`src/rtl/los_pkg.sv`:
```
package los_pkg;

   // Rule selected from the mode and standard-select inputs.
   typedef enum logic [1:0] {
      RULE_T1        = 2'd0,
      RULE_E1_DENSE  = 2'd1,
      RULE_E1_SPARSE = 2'd2
   } los_rule_e;

   function automatic los_rule_e pick_rule(input logic e1, input logic sel);
      if (!e1)     return RULE_T1;
      else if (!sel) return RULE_E1_DENSE;
      else         return RULE_E1_SPARSE;
   endfunction

endpackage

```
`src/rtl/los_rule_sel.sv`:
```
module los_rule_sel
   import los_pkg::*;
#(
   parameter int CNT_W      = 12,
   parameter int T1_DECL    = 192,
   parameter int T1_WIN     = 192,
   parameter int T1_NEED    = 24,
   parameter int T1_ZLIM    = 100,
   parameter int E1D_DECL   = 255,
   parameter int E1D_WIN    = 255,
   parameter int E1D_NEED   = 32,
   parameter int E1S_DECL   = 2048,
   parameter int E1S_WIN    = 255,
   parameter int E1S_NEED   = 1
)(
   input  logic             clk,
   input  logic             rst_n,
   input  logic             mode_e1,
   input  logic             std_sel,
   output logic             cfg_chg,
   output logic [CNT_W-1:0] decl_len,
   output logic [CNT_W-1:0] win_len,
   output logic [CNT_W-1:0] need,
   output logic [CNT_W-1:0] run_lim,
   output logic             run_chk
);

   logic [1:0] cfg_q;
   los_rule_e  rule;

   always_ff @(posedge clk or negedge rst_n) begin
      if (!rst_n) cfg_q <= 2'b00;
      else        cfg_q <= {mode_e1, std_sel};
   end

   // Restart request: in E1 mode any bit change counts, in T1 only the mode bit.
   assign cfg_chg = (cfg_q[1] != mode_e1) || (mode_e1 && (cfg_q[0] != std_sel));
   assign rule    = pick_rule(mode_e1, std_sel);

   always_comb begin
      decl_len = CNT_W'(T1_DECL);
      win_len  = CNT_W'(T1_WIN);
      need     = CNT_W'(T1_NEED);
      run_lim  = CNT_W'(T1_ZLIM);
      run_chk  = 1'b1;
      case (rule)
         RULE_E1_DENSE: begin
            decl_len = CNT_W'(E1D_DECL);
            win_len  = CNT_W'(E1D_WIN);
            need     = CNT_W'(E1D_NEED);
            run_chk  = 1'b0;
         end
         RULE_E1_SPARSE: begin
            decl_len = CNT_W'(E1S_DECL);
            win_len  = CNT_W'(E1S_WIN);
            need     = CNT_W'(E1S_NEED);
            run_chk  = 1'b0;
         end
         default: ;
      endcase
   end

   AST_LIMITS_SANE: assert property (@(posedge clk) disable iff (!rst_n)
      (win_len != '0) && (decl_len != '0) && (need <= win_len));

endmodule

```
`src/rtl/los_zero_run.sv`:
```
module los_zero_run #(
   parameter int CNT_W = 12,
   parameter int SAT   = 2048
)(
   input  logic             clk,
   input  logic             rst_n,
   input  logic             bit_stb,
   input  logic             pulse,
   input  logic             hold,
   input  logic [CNT_W-1:0] decl_len,
   output logic             declare
);

   localparam logic [CNT_W-1:0] SAT_V = CNT_W'(SAT);

   logic [CNT_W-1:0] run_q;
   logic [CNT_W-1:0] run_inc;

   assign run_inc = (run_q == SAT_V) ? SAT_V : run_q + 1'b1;

   always_ff @(posedge clk or negedge rst_n) begin
      if (!rst_n)              run_q <= '0;
      else if (hold)           run_q <= '0;
      else if (bit_stb) begin
         if (pulse)            run_q <= '0;
         else                  run_q <= run_inc;
      end
   end

   assign declare = bit_stb && !pulse && !hold && (run_inc >= decl_len);

   AST_RUN_SATURATES: assert property (@(posedge clk) disable iff (!rst_n)
      run_q <= SAT_V);

   AST_RUN_NEEDS_STROBE: assert property (@(posedge clk) disable iff (!rst_n)
      (!bit_stb && !hold) |=> $stable(run_q));

endmodule

```
`src/rtl/los_clear_window.sv`:
```
module los_clear_window #(
   parameter int CNT_W        = 12,
   parameter bit RUN_CHECK_EN = 1'b1
)(
   input  logic             clk,
   input  logic             rst_n,
   input  logic             bit_stb,
   input  logic             pulse,
   input  logic             active,
   input  logic [CNT_W-1:0] win_len,
   input  logic [CNT_W-1:0] need,
   input  logic [CNT_W-1:0] run_lim,
   input  logic             run_chk,
   output logic             clear_hit,
   output logic             win_last
);

   logic [CNT_W-1:0] pos_q;
   logic [CNT_W-1:0] pcnt_q, pcnt_n;
   logic             bad_q, bad_n;

   assign win_last = (pos_q == win_len - 1'b1);
   assign pcnt_n   = (pulse && (pcnt_q < need)) ? pcnt_q + 1'b1 : pcnt_q;

   generate
      if (RUN_CHECK_EN) begin : g_run
         logic [CNT_W-1:0] zr_q, zr_n;
         assign zr_n  = pulse ? '0 : ((zr_q >= run_lim) ? run_lim : zr_q + 1'b1);
         assign bad_n = bad_q || (run_chk && (zr_n >= run_lim));
         always_ff @(posedge clk or negedge rst_n) begin
            if (!rst_n)                   zr_q <= '0;
            else if (!active)             zr_q <= '0;
            else if (bit_stb) zr_q <= win_last ? '0 : zr_n;
         end
      end else begin : g_norun
         assign bad_n = 1'b0;
      end
   endgenerate

   always_ff @(posedge clk or negedge rst_n) begin
      if (!rst_n) begin
         pos_q  <= '0;
         pcnt_q <= '0;
         bad_q  <= 1'b0;
      end else if (!active) begin
         pos_q  <= '0;
         pcnt_q <= '0;
         bad_q  <= 1'b0;
      end else if (bit_stb) begin
         if (win_last) begin
            pos_q  <= '0;
            pcnt_q <= '0;
            bad_q  <= 1'b0;
         end else begin
            pos_q  <= pos_q + 1'b1;
            pcnt_q <= pcnt_n;
            bad_q  <= bad_n;
         end
      end
   end

   assign clear_hit = active && bit_stb && win_last && (pcnt_n >= need) && !bad_n;

   AST_WINDOW_BOUND: assert property (@(posedge clk) disable iff (!rst_n)
      pos_q < win_len);

   AST_COUNT_BOUND: assert property (@(posedge clk) disable iff (!rst_n)
      pcnt_q <= need);

endmodule

```
`src/rtl/los_status.sv`:
```
module los_status (
   input  logic clk,
   input  logic rst_n,
   input  logic declare,
   input  logic clear_hit,
   input  logic latch_clr,
   input  logic irq_en,
   output logic los_rt,
   output logic los_latched,
   output logic irq
);

   always_ff @(posedge clk or negedge rst_n) begin
      if (!rst_n)         los_rt <= 1'b1;
      else if (declare)   los_rt <= 1'b1;
      else if (clear_hit) los_rt <= 1'b0;
   end

   always_ff @(posedge clk or negedge rst_n) begin
      if (!rst_n) los_latched <= 1'b1;
      else        los_latched <= los_rt | (los_latched & ~latch_clr);
   end

   assign irq = los_latched & irq_en;

   AST_LATCH_FOLLOWS: assert property (@(posedge clk) disable iff (!rst_n)
      los_rt |=> los_latched);

   AST_LATCH_STICKY: assert property (@(posedge clk) disable iff (!rst_n)
      (los_latched && !latch_clr) |=> los_latched);

   AST_IRQ_MASKED: assert property (@(posedge clk) disable iff (!rst_n)
      !irq_en |-> !irq);

endmodule

```
`src/rtl/los_monitor.sv`:
```
module los_monitor #(
   parameter int T1_DECL      = 192,
   parameter int T1_WIN       = 192,
   parameter int T1_NEED      = 24,
   parameter int T1_ZLIM      = 100,
   parameter int E1D_DECL     = 255,
   parameter int E1D_WIN      = 255,
   parameter int E1D_NEED     = 32,
   parameter int E1S_DECL     = 2048,
   parameter int E1S_WIN      = 255,
   parameter int E1S_NEED     = 1,
   parameter bit RUN_CHECK_EN = 1'b1
)(
   input  logic clk,
   input  logic rst_n,
   input  logic bit_stb,
   input  logic pulse,
   input  logic mode_e1,
   input  logic std_sel,
   input  logic irq_en,
   input  logic latch_clr,
   output logic los_rt,
   output logic los_latched,
   output logic irq
);

   localparam int DECL_MAX = (T1_DECL > E1D_DECL) ?
                             ((T1_DECL > E1S_DECL) ? T1_DECL : E1S_DECL) :
                             ((E1D_DECL > E1S_DECL) ? E1D_DECL : E1S_DECL);
   localparam int CNT_W    = $clog2(DECL_MAX + 1) + 1;

   generate
      if (T1_NEED > T1_WIN || E1D_NEED > E1D_WIN || E1S_NEED > E1S_WIN) begin : g_bad_need
         $error("los_monitor: pulse quota exceeds window length");
      end
      if (T1_ZLIM > T1_WIN) begin : g_bad_zlim
         $error("los_monitor: zero-run limit exceeds window length");
      end
   endgenerate

   logic             cfg_chg;
   logic [CNT_W-1:0] decl_len, win_len, need, run_lim;
   logic             run_chk;
   logic             declare, clear_hit, win_last;

   los_rule_sel #(
      .CNT_W(CNT_W),
      .T1_DECL(T1_DECL), .T1_WIN(T1_WIN), .T1_NEED(T1_NEED), .T1_ZLIM(T1_ZLIM),
      .E1D_DECL(E1D_DECL), .E1D_WIN(E1D_WIN), .E1D_NEED(E1D_NEED),
      .E1S_DECL(E1S_DECL), .E1S_WIN(E1S_WIN), .E1S_NEED(E1S_NEED)
   ) u_rule (
      .clk(clk), .rst_n(rst_n), .mode_e1(mode_e1), .std_sel(std_sel),
      .cfg_chg(cfg_chg), .decl_len(decl_len), .win_len(win_len),
      .need(need), .run_lim(run_lim), .run_chk(run_chk)
   );

   los_zero_run #(.CNT_W(CNT_W), .SAT(DECL_MAX)) u_run (
      .clk(clk), .rst_n(rst_n), .bit_stb(bit_stb), .pulse(pulse),
      .hold(los_rt || cfg_chg), .decl_len(decl_len), .declare(declare)
   );

   los_clear_window #(.CNT_W(CNT_W), .RUN_CHECK_EN(RUN_CHECK_EN)) u_win (
      .clk(clk), .rst_n(rst_n), .bit_stb(bit_stb), .pulse(pulse),
      .active(los_rt && !cfg_chg), .win_len(win_len), .need(need),
      .run_lim(run_lim), .run_chk(run_chk),
      .clear_hit(clear_hit), .win_last(win_last)
   );

   los_status u_stat (
      .clk(clk), .rst_n(rst_n), .declare(declare), .clear_hit(clear_hit),
      .latch_clr(latch_clr), .irq_en(irq_en),
      .los_rt(los_rt), .los_latched(los_latched), .irq(irq)
   );

   AST_RISE_ON_EMPTY: assert property (@(posedge clk) disable iff (!rst_n)
      $rose(los_rt) |-> $past(bit_stb && !pulse));

   AST_FALL_AT_WIN_END: assert property (@(posedge clk) disable iff (!rst_n)
      $fell(los_rt) |-> $past(bit_stb && win_last));

   AST_NO_DUAL_EVENT: assert property (@(posedge clk) disable iff (!rst_n)
      !(declare && clear_hit));

endmodule

```
`config.mk`:
```
export PLATFORM = sky130hd
export DESIGN_NAME = los_monitor
export DESIGN_NICKNAME = d
export VERILOG_FILES = /design/src/rtl/los_pkg.sv /design/src/rtl/los_rule_sel.sv /design/src/rtl/los_zero_run.sv /design/src/rtl/los_clear_window.sv /design/src/rtl/los_status.sv /design/src/rtl/los_monitor.sv
export SDC_FILE = /design/constraint.sdc
export NUM_CORES = 1
export LEC_CHECK = 0
export BUFFER_PORTS_ARGS = -buffer_cell sky130_fd_sc_hd__buf_2
export CAP_MARGIN = 0
export CORE_ASPECT_RATIO = 0.5
export CORE_UTILIZATION = 45
export DETAILED_ROUTE_END_ITERATION = 16
export PLACE_DENSITY = 0.73
export SLEW_MARGIN = 40
export SYNTH_ARGS = -nofsm -noshare
export SYNTH_HDL_FRONTEND = slang
export SYNTH_SLANG_ARGS = --single-unit
export TNS_END_PERCENT = 5
```
`constraint.sdc`:
```
create_clock -name clk -period 4.6 [get_ports clk]
set_input_delay 0.69 -clock clk [delete_from_list [all_inputs] [get_ports clk]]
set_output_delay 0.69 -clock clk [all_outputs]
set_load 0.02 [all_outputs]
```
# Word-level counts from Yosys, hierarchy flattened
# Cells that the tools add are included.
[op_classes] n_addsub=5 n_lt_le_gt_ge=5 n_eq_ne=7 n_mux=27 n_bitwise=4 reduce_logical=21
[ops] op="$mux 13" count=16
[ops] op="$add 13x1->13 const B" count=4
[ops] op="$ge 13x7->1 const B" count=2
[ops] op="$pmux 12 s2" count=1
[ops] op="$eq 13x12->1 const B" count=1
[ops] op="$eq 13x13->1" count=1
[ops] op="$ge 13x12->1" count=1
[ops] op="$ge 13x6->1" count=1
[ops] op="$lt 13x6->1" count=1
[ops] op="$pmux 6 s2" count=1
[ops] op="$logic_and 1x1->1" count=11
[ops] op="$sub 8x1->9 const B" count=1
[ops] op="$mux 1" count=6
[ops] op="$mux 6" count=1
[ops] op="$logic_not 1->1" count=4
[ops] op="$mux 2" count=2
[ops] op="$reduce_bool 2->1" count=2
[ops] op="$logic_or 1x1->1" count=3
[ops] op="$and 1x1->1" count=2
[ops] op="$eq 2x1->1 const B" count=1
[ops] op="$eq 2x2->1 const B" count=1
[ops] op="$ne 1x1->1" count=2
[ops] op="$ne 2x2->1 const B" count=1
[ops] op="$reduce_or 2->1" count=1
[ops] op="2 further kinds" count=2
[word_totals] reg_bits=57 input_bits=8 out_inout_bits=3 elab_cells=77

# Depth between registers and ports, before layout
# Gate-level depths: netlist of the first run.
[depth] ltp_word=12 ltp_mapped=14 depth_no_buf=13

# By module
# From an unflattened synthesis of the first run, not the netlist that was laid out.
[unflattened] hier_cells=727 area_unflattened_um2=5968.2
[by_module_without_submodules] mod="los_clear_window" n_inst=1 cells_per_inst=505 area_each_um2=4152.7 seq_area_each_um2=1001.0
[by_module_without_submodules] mod="los_zero_run" n_inst=1 cells_per_inst=152 area_each_um2=1255.0 seq_area_each_um2=325.3
[by_module_without_submodules] mod="los_rule_sel" n_inst=1 cells_per_inst=61 area_each_um2=464.2 seq_area_each_um2=50.0
[by_module_without_submodules] mod="los_status" n_inst=1 cells_per_inst=7 area_each_um2=81.3 seq_area_each_um2=52.6
[by_module_without_submodules] mod="los_monitor" n_inst=1 cells_per_inst=2 area_each_um2=15.0 seq_area_each_um2=0.0

# Worst setup path after synthesis of the first run
# No wires, ideal clock.
[synth_timing] kind="in2reg" start="input port std_sel" end="register u_stat.los_rt" setup_ps=60 t_arrival_ps=3302 required_time_ps=4540 path_slack_ps=1239 cell_stages=13 n_path_buf=0 cell_sequence="nand2b_1 -> ha_1 -> o21ai_0 -> nor2_1 -> a2111oi_4 -> nand4_1 -> xnor2_1 -> ha_1 -> a2111oi_0 -> nand2_1 -> mux2i_1 -> o221a_2 -> a211o_1"
[synth_via] elab_chain_cells=11 word_cells_on_any_way=34 cone_classes="add/sub: 1; order compare: 3; eq/ne: 4; mux: 8; reduce/logical: 18"
[synth_rtl] item="start: declaration" line="los_monitor.sv:19" text="input logic std_sel,"
[synth_rtl] item="$mux 2" line="los_pkg.sv:12" text="else if (!sel) return RULE_E1_DENSE;"
[synth_rtl] item="$mux 2" line="los_pkg.sv:11" text="if (!e1) return RULE_T1;"
[synth_rtl] item="$eq 2x2->1 / $eq 2x1->1 (equally long branches)" line="los_rule_sel.sv:46" text="case (rule)"
[synth_rtl] item="$pmux 6 s2 / $reduce_or 2->1 (equally long branches)"
[synth_rtl] item="$lt 13x6->1 / $mux 6 (equally long branches)" line="los_clear_window.sv:23, los_rule_sel.sv:46"
[synth_rtl] item="$logic_and 1x1->1 / $sub 8x1->9 (equally long branches)" line="los_clear_window.sv:23, los_clear_window.sv:22"
[synth_rtl] item="$mux 13 / $eq 13x13->1 (equally long branches)" line="los_clear_window.sv:23, los_clear_window.sv:22"
[synth_rtl] item="$ge 13x6->1 / $logic_and 1x1->1 (equally long branches)" line="los_clear_window.sv:62" text="assign clear_hit = active && bit_stb && win_last && (pcnt_n >= need) && !bad_n;"
[synth_rtl] item="$logic_and 1x1->1 (2 in series)" line="los_clear_window.sv:62"
[synth_rtl] item="$reduce_bool 2->1 (no source line)"
[synth_rtl] item="end signal: assignment" line="los_status.sv:14" text="if (!rst_n) los_rt <= 1'b1;"
[synth_rtl] item="end signal: assignment" line="los_status.sv:15" text="else if (declare) los_rt <= 1'b1;"
[synth_rtl] item="end signal: assignment" line="los_status.sv:16" text="else if (clear_hit) los_rt <= 1'b0;"
[synth_rtl] item="end: declaration" line="los_status.sv:8" text="output logic los_rt,"
# Several ways; a longest one is shown, not always the timed one.
# A chain may end at the register's enable or synchronous reset.

# Worst setup path in the final report of the first run
[layout_timing] start="input port mode_e1" end="register u_stat.los_rt"
[layout_via] elab_chain_cells=10 word_cells_on_any_way=33 cone_classes="add/sub: 1; order compare: 3; eq/ne: 4; mux: 7; reduce/logical: 18"
[layout_rtl] item="start: declaration" line="los_monitor.sv:18" text="input logic mode_e1,"
[layout_rtl] item="$mux 2" line="los_pkg.sv:11"
[layout_rtl] item="$eq 2x2->1 / $eq 2x1->1 (equally long branches)" line="los_rule_sel.sv:46"
[layout_rtl] item="$pmux 6 s2 / $reduce_or 2->1 (equally long branches)"
[layout_rtl] item="$lt 13x6->1 / $mux 6 (equally long branches)" line="los_clear_window.sv:23, los_rule_sel.sv:46"
[layout_rtl] item="$logic_and 1x1->1 / $sub 8x1->9 (equally long branches)" line="los_clear_window.sv:23, los_clear_window.sv:22"
[layout_rtl] item="$mux 13 / $eq 13x13->1 (equally long branches)" line="los_clear_window.sv:23, los_clear_window.sv:22"
[layout_rtl] item="$ge 13x6->1 / $logic_and 1x1->1 (equally long branches)" line="los_clear_window.sv:62"
[layout_rtl] item="$logic_and 1x1->1 (2 in series)" line="los_clear_window.sv:62"
[layout_rtl] item="$reduce_bool 2->1 (no source line)"
# Several ways; a longest one is shown, not always the timed one.

==> results by group, run 1 <==
Final layout
  • Design Area, Final: roughly 0.0039 mm^2
  • Area growth, synth to finish: 11.8%
  • Final design utilization: 52.5%
  • Nets: 421
  • Layout cell share with drive strength beyond 1: 9.34%
  • ANT cells: 0

Clock tree
  • Post-CTS Setup Repair Bufs: 0
  • Clk_lat worst skew: between 0.3 and 0.4 ns
  • Clk buf depth: 2
  • Clk sink count: 57
  • Post-CTS Hold Fix Bufs: 0
  • Clock root cell: clkbuf_16
  • Post-cts resize count: 0
  • Worst-path clk slew: approximately 0.050 ns
  • CTS tree: built
  • TritonCTS buffer count: 9
  • H-tree depth: 3

GRT
  • Pin count of the biggest net entering global routing: a little under 60
  • Antenna violations before repair: 0
  • Grt ovf: 0
  • First-pass GRT wire length: around 13 mm
  • Tot GR Track Use: ~20%
  • Vias in the first global route: roughly 2,700

Place
  • DP HPWL: approximately 5 mm
  • Placed instance area: between 0.003 and 0.004 mm^2
  • Port Buffers: 10
  • Placer Congestion: about 0.86

Worst hold path
  • Hold Crit Class: reg2reg
  • Hold Startpoint: u_win.pos_q[5]
  • Hold endpoint: u_win.pos_q[5]
  • Hold Crit Depth: 1

Die
  • Die Ht: about 64 um
  • Total Die Area: roughly 0.008 mm^2
  • Initial Util: 47.0%
  • Core ar.: ~0.0074 mm^2
  • Io pins: 11
  • Die W: between 100 and 150 um
  • Rows: 22

Critical path
  • Critical Path Most Common Cell: ha_1
  • Worst Path Required: 4.87 ns
  • Worst path top cell family by delay: compound AO/OA/AOI/OAI gates
  • Reg2reg path depth: 13
  • Terminus of the critical flop-to-flop path: u_stat.los_rt
  • Worst path max stage delay: around 0.48 ns
  • CP Cell Sequence: buf_2, nand2b_1, ha_1, o21ai_0, nor2_1, a2111oi_4, buf_4, nand4_1, xnor2_1, ha_1, a2111oi_0, nand2_1, mux2i_1, o221a_2, a211o_1
  • R2R Path Start: u_win.pcnt_q[4]
  • Crit-path slowest cell: a2111oi_0
  • Worst setup EP type: flip-flop
  • Reg2reg setup slack: 1.14 ns
  • Worst setup SP type: input port
  • Crit Path Max Fanout: 13
  • Worst setup path class: in2reg
  • WP data arrival: approximately 4.0 ns
  • Worst path bufs/invs: 2

Timing
  • Final Max Tran Viols: 0
  • Final period util: between 80% and 90%
  • Fmax: approximately 0.27 GHz
  • Worst-margin pin slew: 0.727 ns
  • Final setup fails: 0
  • Crit path time final: ~3.7 ns
  • Slew margin rel.: 51.5%
  • RSZ-0062 raised after global routing: false
  • Setup_tns: 0 ns
  • Fin. Hold Viols: 0
  • Clock Skew: roughly 0.0037 ns

Synthesis
  • Asr flop ratio synth: 100%
  • Syn Area/Cell: 9.17 um^2
  • Cells after synthesis: 378
  • Mapped Nets: 408
  • Seq/Total Area, Yosys: around two fifths
  • Yosys warnings: 0
  • Syn Std Cell Area: around 0.0035 mm^2
  • Distinct cell type count after synthesis: 54
  • Synth Flop Type: dfrtp_1
  • Post-synth EDFFs: 0
  • Flops & latches, synth: 57

Route
  • 1st-iter DRT viols: around 180
  • Drt first pass iters: 4
  • WL final: between 7 and 8 mm
  • Vias per cell: around 5.6
  • Total number of vias: about 2,800
  • Post-route ant nets: 0
  • DRC viols: 0
  • DR WL/cell: 14.7 um

Pwr
  • Peak VDD IR: roughly 0.17 mV
  • Lkg Pwr: ~1.8 nW
  • Pwr/cell area: between 200 and 300 mW/mm^2

Run status
  • Status: complete, no violations

Job
  • Max_cap viols: 0
[final cells by class]
class | count | area, um^2
clock buffers | 12 | 236
fillers | 682 | 3500
well taps | 96 | 120
repair buffers | 14 | 80.1
clock inverters | 4 | 20.0
flip-flops and latches | 57 | 1430
multi-input cells | 295 | 1930
inverters | 14 | 52.6
[state kept, by name, summed over array words and instances, names as in the netlist]
name	flops
u_run.run_q	13
u_stat.los_rt	1
u_win.bad_q	1
u_win.pcnt_q	13
u_rule.cfg_q	2
u_win.g_run.zr_q	13
u_win.pos_q	13
u_stat.los_latched	1
[worst max path at each step]
| stage | startpoint | endpoint | slack [ns] | cells after the start |
|---|---|---|---|---|
| final | mode_e1 | u_stat.los_rt | 0.89 | 15 |
| after global routing | mode_e1 | u_stat.los_rt | 0.49 | 15 |
| after CTS | mode_e1 | u_stat.los_rt | 0.89 | 15 |
| after global placement | mode_e1 | u_stat.los_rt | 0.68 | 15 |
| after detailed placement | mode_e1 | u_stat.los_rt | 0.56 | 15 |
| after floorplan | std_sel | u_stat.los_rt | 1.24 | 13 |
[per-layer routing]
| metal | GRT usage (%) | vias to the layer above | routed length (um) |
|---|---|---|---|
| met3 | 6.03 | 13 | 293 |
| met5 | 0 | - | 0 |
| li1 | - | 1382 | - |
| met2 | 32.4 | 49 | 3350 |
| met4 | 9.04 | 0 | 136 |
| met1 | 25.9 | 1329 | 3460 |
[cell usage after synthesis, drive strengths merged (2+ instances only)]
cell type | count | share of area, %
nor2 | 17 | 1.8
ha | 22 | 7.9
mux2i | 2 | 0.58
and2 | 18 | 3.3
or3 | 3 | 0.54
nand2 | 49 | 5.3
nor3b | 3 | 0.65
o31ai | 6 | 1.3
nand3 | 16 | 2.3
nor4b | 2 | 0.51
inv | 14 | 1.5
a22o | 4 | 1.0
o41ai | 3 | 0.76
a21oi | 3 | 0.43
dfrtp | 55 | 40
clkbuf | 10 | 1.1
xor2 | 8 | 2.0
o21a | 3 | 0.65
buf | 2 | 0.36
xnor2 | 14 | 3.5
a31oi | 5 | 0.90
a21o | 3 | 0.65
o21ai | 44 | 6.7
nor3 | 8 | 1.2
nand4 | 7 | 1.4
and4 | 4 | 1.0
a2111oi | 2 | 1.0
nor4 | 4 | 0.72
and3 | 14 | 2.5
nor2b | 7 | 1.3
a32o | 2 | 0.58
dfstp | 2 | 1.5
nand2b | 7 | 1.3
[power breakdown]
group          total, mW  internal [mW]  switching (mW)
sequential         0.511          0.506         0.00489
clock              0.579          0.360           0.219
combinational     0.0709         0.0222          0.0487
[layout by cell type (no fill, tap or decap), types with 5 or more instances in the layout]
cell type,synthesis,routed
xnor2_1,14,14
nand4_1,6,6
nand2_1,49,49
ha_1,22,22
and2_1,17,17
clkbuf_16,0,9
buf_2,1,10
dfrtp_1,55,55
nor3_1,8,8
nand3_1,16,16
nand2b_1,7,7
o31ai_1,6,6
nor2b_1,7,7
a31oi_1,5,5
nor2_1,17,17
inv_1,14,14
o21ai_0,40,40
xor2_1,8,8
and3_1,14,13
[logic make-up after synthesis]
family	after synthesis	synth area share, %
xor+xnor	22	5.56
compound gates	85	16.5
fa+ha+maj	22	7.94
mux	3	0.903
simple gates	163	24.9
buf+inv	26	2.96
flops	57	41.2
[through the flow]
stage	hold WS [ns]	instances	total power [mW]	setup WS (ns)
detailed placement	0.467	476	0.590	0.560
finish	0.477	492	1.16	0.888
floorplan	0.394	378	0.561	1.24
global route	0.501	492	1.22	0.494
global placement	0.462	476	0.588	0.679
CTS	0.478	492	1.18	0.892
Power figures use the tool's default switching activity.
==> run 2, diff against run 1 <==
- clock period: 4.6 -> 3.55 ns (I/O delays scaled with it)
==> run 2 against run 1 <==
  * Flip-flop and latch count stayed put
  * Core utilization is 1.4 points higher
  * Register-to-register slack worse by 0.74 ns
  * Cell area is 2.7% higher
  * Routed wire length is 2.4% higher
==> results by group, run 2 (synthesized netlist as in run 1, its figures left out) <==
Die
  • Initial Util: ~47%
  • Core ar.: between 0.007 and 0.008 mm^2
  • Rows: 22
  • Io pins: 11
  • Die Ht: 64.0 um
  • Total Die Area: about 0.008 mm^2
  • Die W: approximately 130 um

Clock tree
  • CTS tree: built
  • Post-CTS Setup Repair Bufs: 0
  • Clk_lat worst skew: between 0.3 and 0.4 ns
  • Post-CTS Hold Fix Bufs: 0
  • Clk sink count: 57
  • Worst-path clk slew: 0.05 ns
  • H-tree depth: 3
  • TritonCTS buffer count: 9
  • Clk buf depth: 2
  • Clock root cell: clkbuf_16

Critical path
  • Crit Path Max Fanout: 10
  • Worst Path Required: between 3 and 4 ns
  • WP data arrival: between 3 and 4 ns
  • Worst setup SP type: flip-flop
  • Terminus of the critical flop-to-flop path: u_stat.los_rt
  • Reg2reg path depth: 13
  • Reg2reg setup slack: slightly above 0.4 ns
  • Worst setup EP type: flip-flop
  • R2R Path Start: u_win.pcnt_q[4]
  • Worst setup path class: reg2reg

Timing
  • Fmax: about 0.32 GHz
  • RSZ-0062 raised after global routing: false
  • Worst-margin pin slew: ~0.57 ns
  • Final Max Tran Viols: 0
  • Min Hold Slack: 0.145 ns
  • Crit path time final: ~3.1 ns
  • Slew margin rel.: around 62%
  • Final setup fails: 0
  • Final period util: 88.6%
  • Setup_tns: 0 ns
  • Fin. Hold Viols: 0
  • Clock Skew: 0.00416 ns

Final layout
  • Most common cell after layout, fill and taps aside: dfrtp_1
  • Final design utilization: between 50% and 60%
  • Layout cell share with drive strength beyond 1: between 10 and 15%
  • Most frequent cells in the layout: dfrtp_1 (55), nand2_1 (49), o21ai_0 (40)
  • Nets: between 400 and 500
  • ANT cells: 0
  • Area growth, synth to finish: 14.8%

Route
  • Total number of vias: approximately 2,800
  • Vias per cell: between 5 and 6
  • 1st-iter DRT viols: roughly 270
  • WL final: 7.42 mm
  • Post-route ant nets: 0
  • Drt first pass iters: 4
  • DR WL/cell: about 15 um
  • DRC viols: 0

Place
  • DP HPWL: roughly 5.1 mm
  • Placer Congestion: between 0.8 and 0.9
  • Port Buffers: 10

GRT
  • Pin count of the biggest net entering global routing: 40
  • First-pass GRT wire length: 12.9 mm
  • Antenna violations before repair: 0
  • Grt ovf: 0
  • Vias in the first global route: about 2,600
  • Tot GR Track Use: just over 20%

Worst hold path
  • Hold Crit Class: in2async

Job
  • Max_cap viols: 0

Pwr
  • Lkg Pwr: around 1.9 nW
  • Pwr/cell area: roughly 430 mW/mm^2
  • Total power: between 1.5 and 2 mW
  • Peak VDD IR: 0.243 mV

Run status
  • Status: complete, no violations
-- run 2: cell count changes in the layout (fill, tap and decap cells not counted), sizes merged --
cell	before	now
clkinvlp	0	1
buf	14	18
clkbuf	12	10
clkinv	4	2
bufinv	0	2
inv	14	15
-- run 2: metal layers --
metal / up-vias / part of all wire (%) / GRT usage, %
met5: - / 0 / 0
met2: 47 / 45 / 31.4
li1: 1398 / - / -
met1: 1313 / 50 / 28.6
met3: 11 / 3.9 / 6.28
met4: 0 / 1.2 / 6.33
-- run 2: worst max-delay path by stage --
stage | startpoint | endpoint | slack, ns | cells past startpoint
3_5_place_dp | std_sel | u_stat.los_rt | 0.13 | 15
6_report | u_win.pcnt_q[4] | u_stat.los_rt | 0.40 | 13
4_1_cts | u_win.pcnt_q[4] | u_stat.los_rt | 0.35 | 13
3_3_place_gp | std_sel | u_stat.los_rt | 0.20 | 15
2_1_floorplan | std_sel | u_stat.los_rt | 0.35 | 13
5_1_grt | u_win.pcnt_q[4] | u_stat.los_rt | 0.09 | 13
-- run 2: power breakdown --
part	switching, mW	internal [mW]
Clock	0.324	0.635
Sequential	0.00597	0.655
Combinational	0.0640	0.0311
Total	0.394	1.32
-- run 2: metrics by stage --
| step | setup WS, ns | cells | cell area, um^2 |
|---|---|---|---|
| final | 0.404 | 496 | 3980 |
| after global routing | 0.0906 | 496 | 3980 |
| after CTS | 0.353 | 496 | 3970 |
| after detailed placement | 0.134 | 480 | 3640 |
| after global placement | 0.197 | 480 | 3640 |
| after floorplan | 0.346 | 378 | 3460 |
-- run 2: critical path: stages, from the launching register on --
cell	delay [ns]
dfrtp_1	0.46
ha_1	0.27
nor3_1	0.18
nand3_1	0.14
a2111oi_4	0.33
buf_4	0.24
nand2_1	0.10
xnor2_1	0.14
ha_1	0.20
a2111oi_1	0.46
nand2_1	0.09
mux2i_1	0.16
o221a_2	0.21
a211o_1	0.10
-- run 2: repair_timing --
action                     4_1_cts  5_1_grt
hold endpoints to repair         0        0
resized for setup                0        1
setup endpoints to repair        0        1
-- run 2: cell type report --
cell class / count / area [um^2]
clock inverter: 6 / 90.1
inverter: 14 / 52.6
clock buffer: 10 / 239
sequential: 57 / 1430
timing repair buffer: 18 / 110
multi-input combinational: 295 / 1940
fill: 666 / 3400
tap: 96 / 120
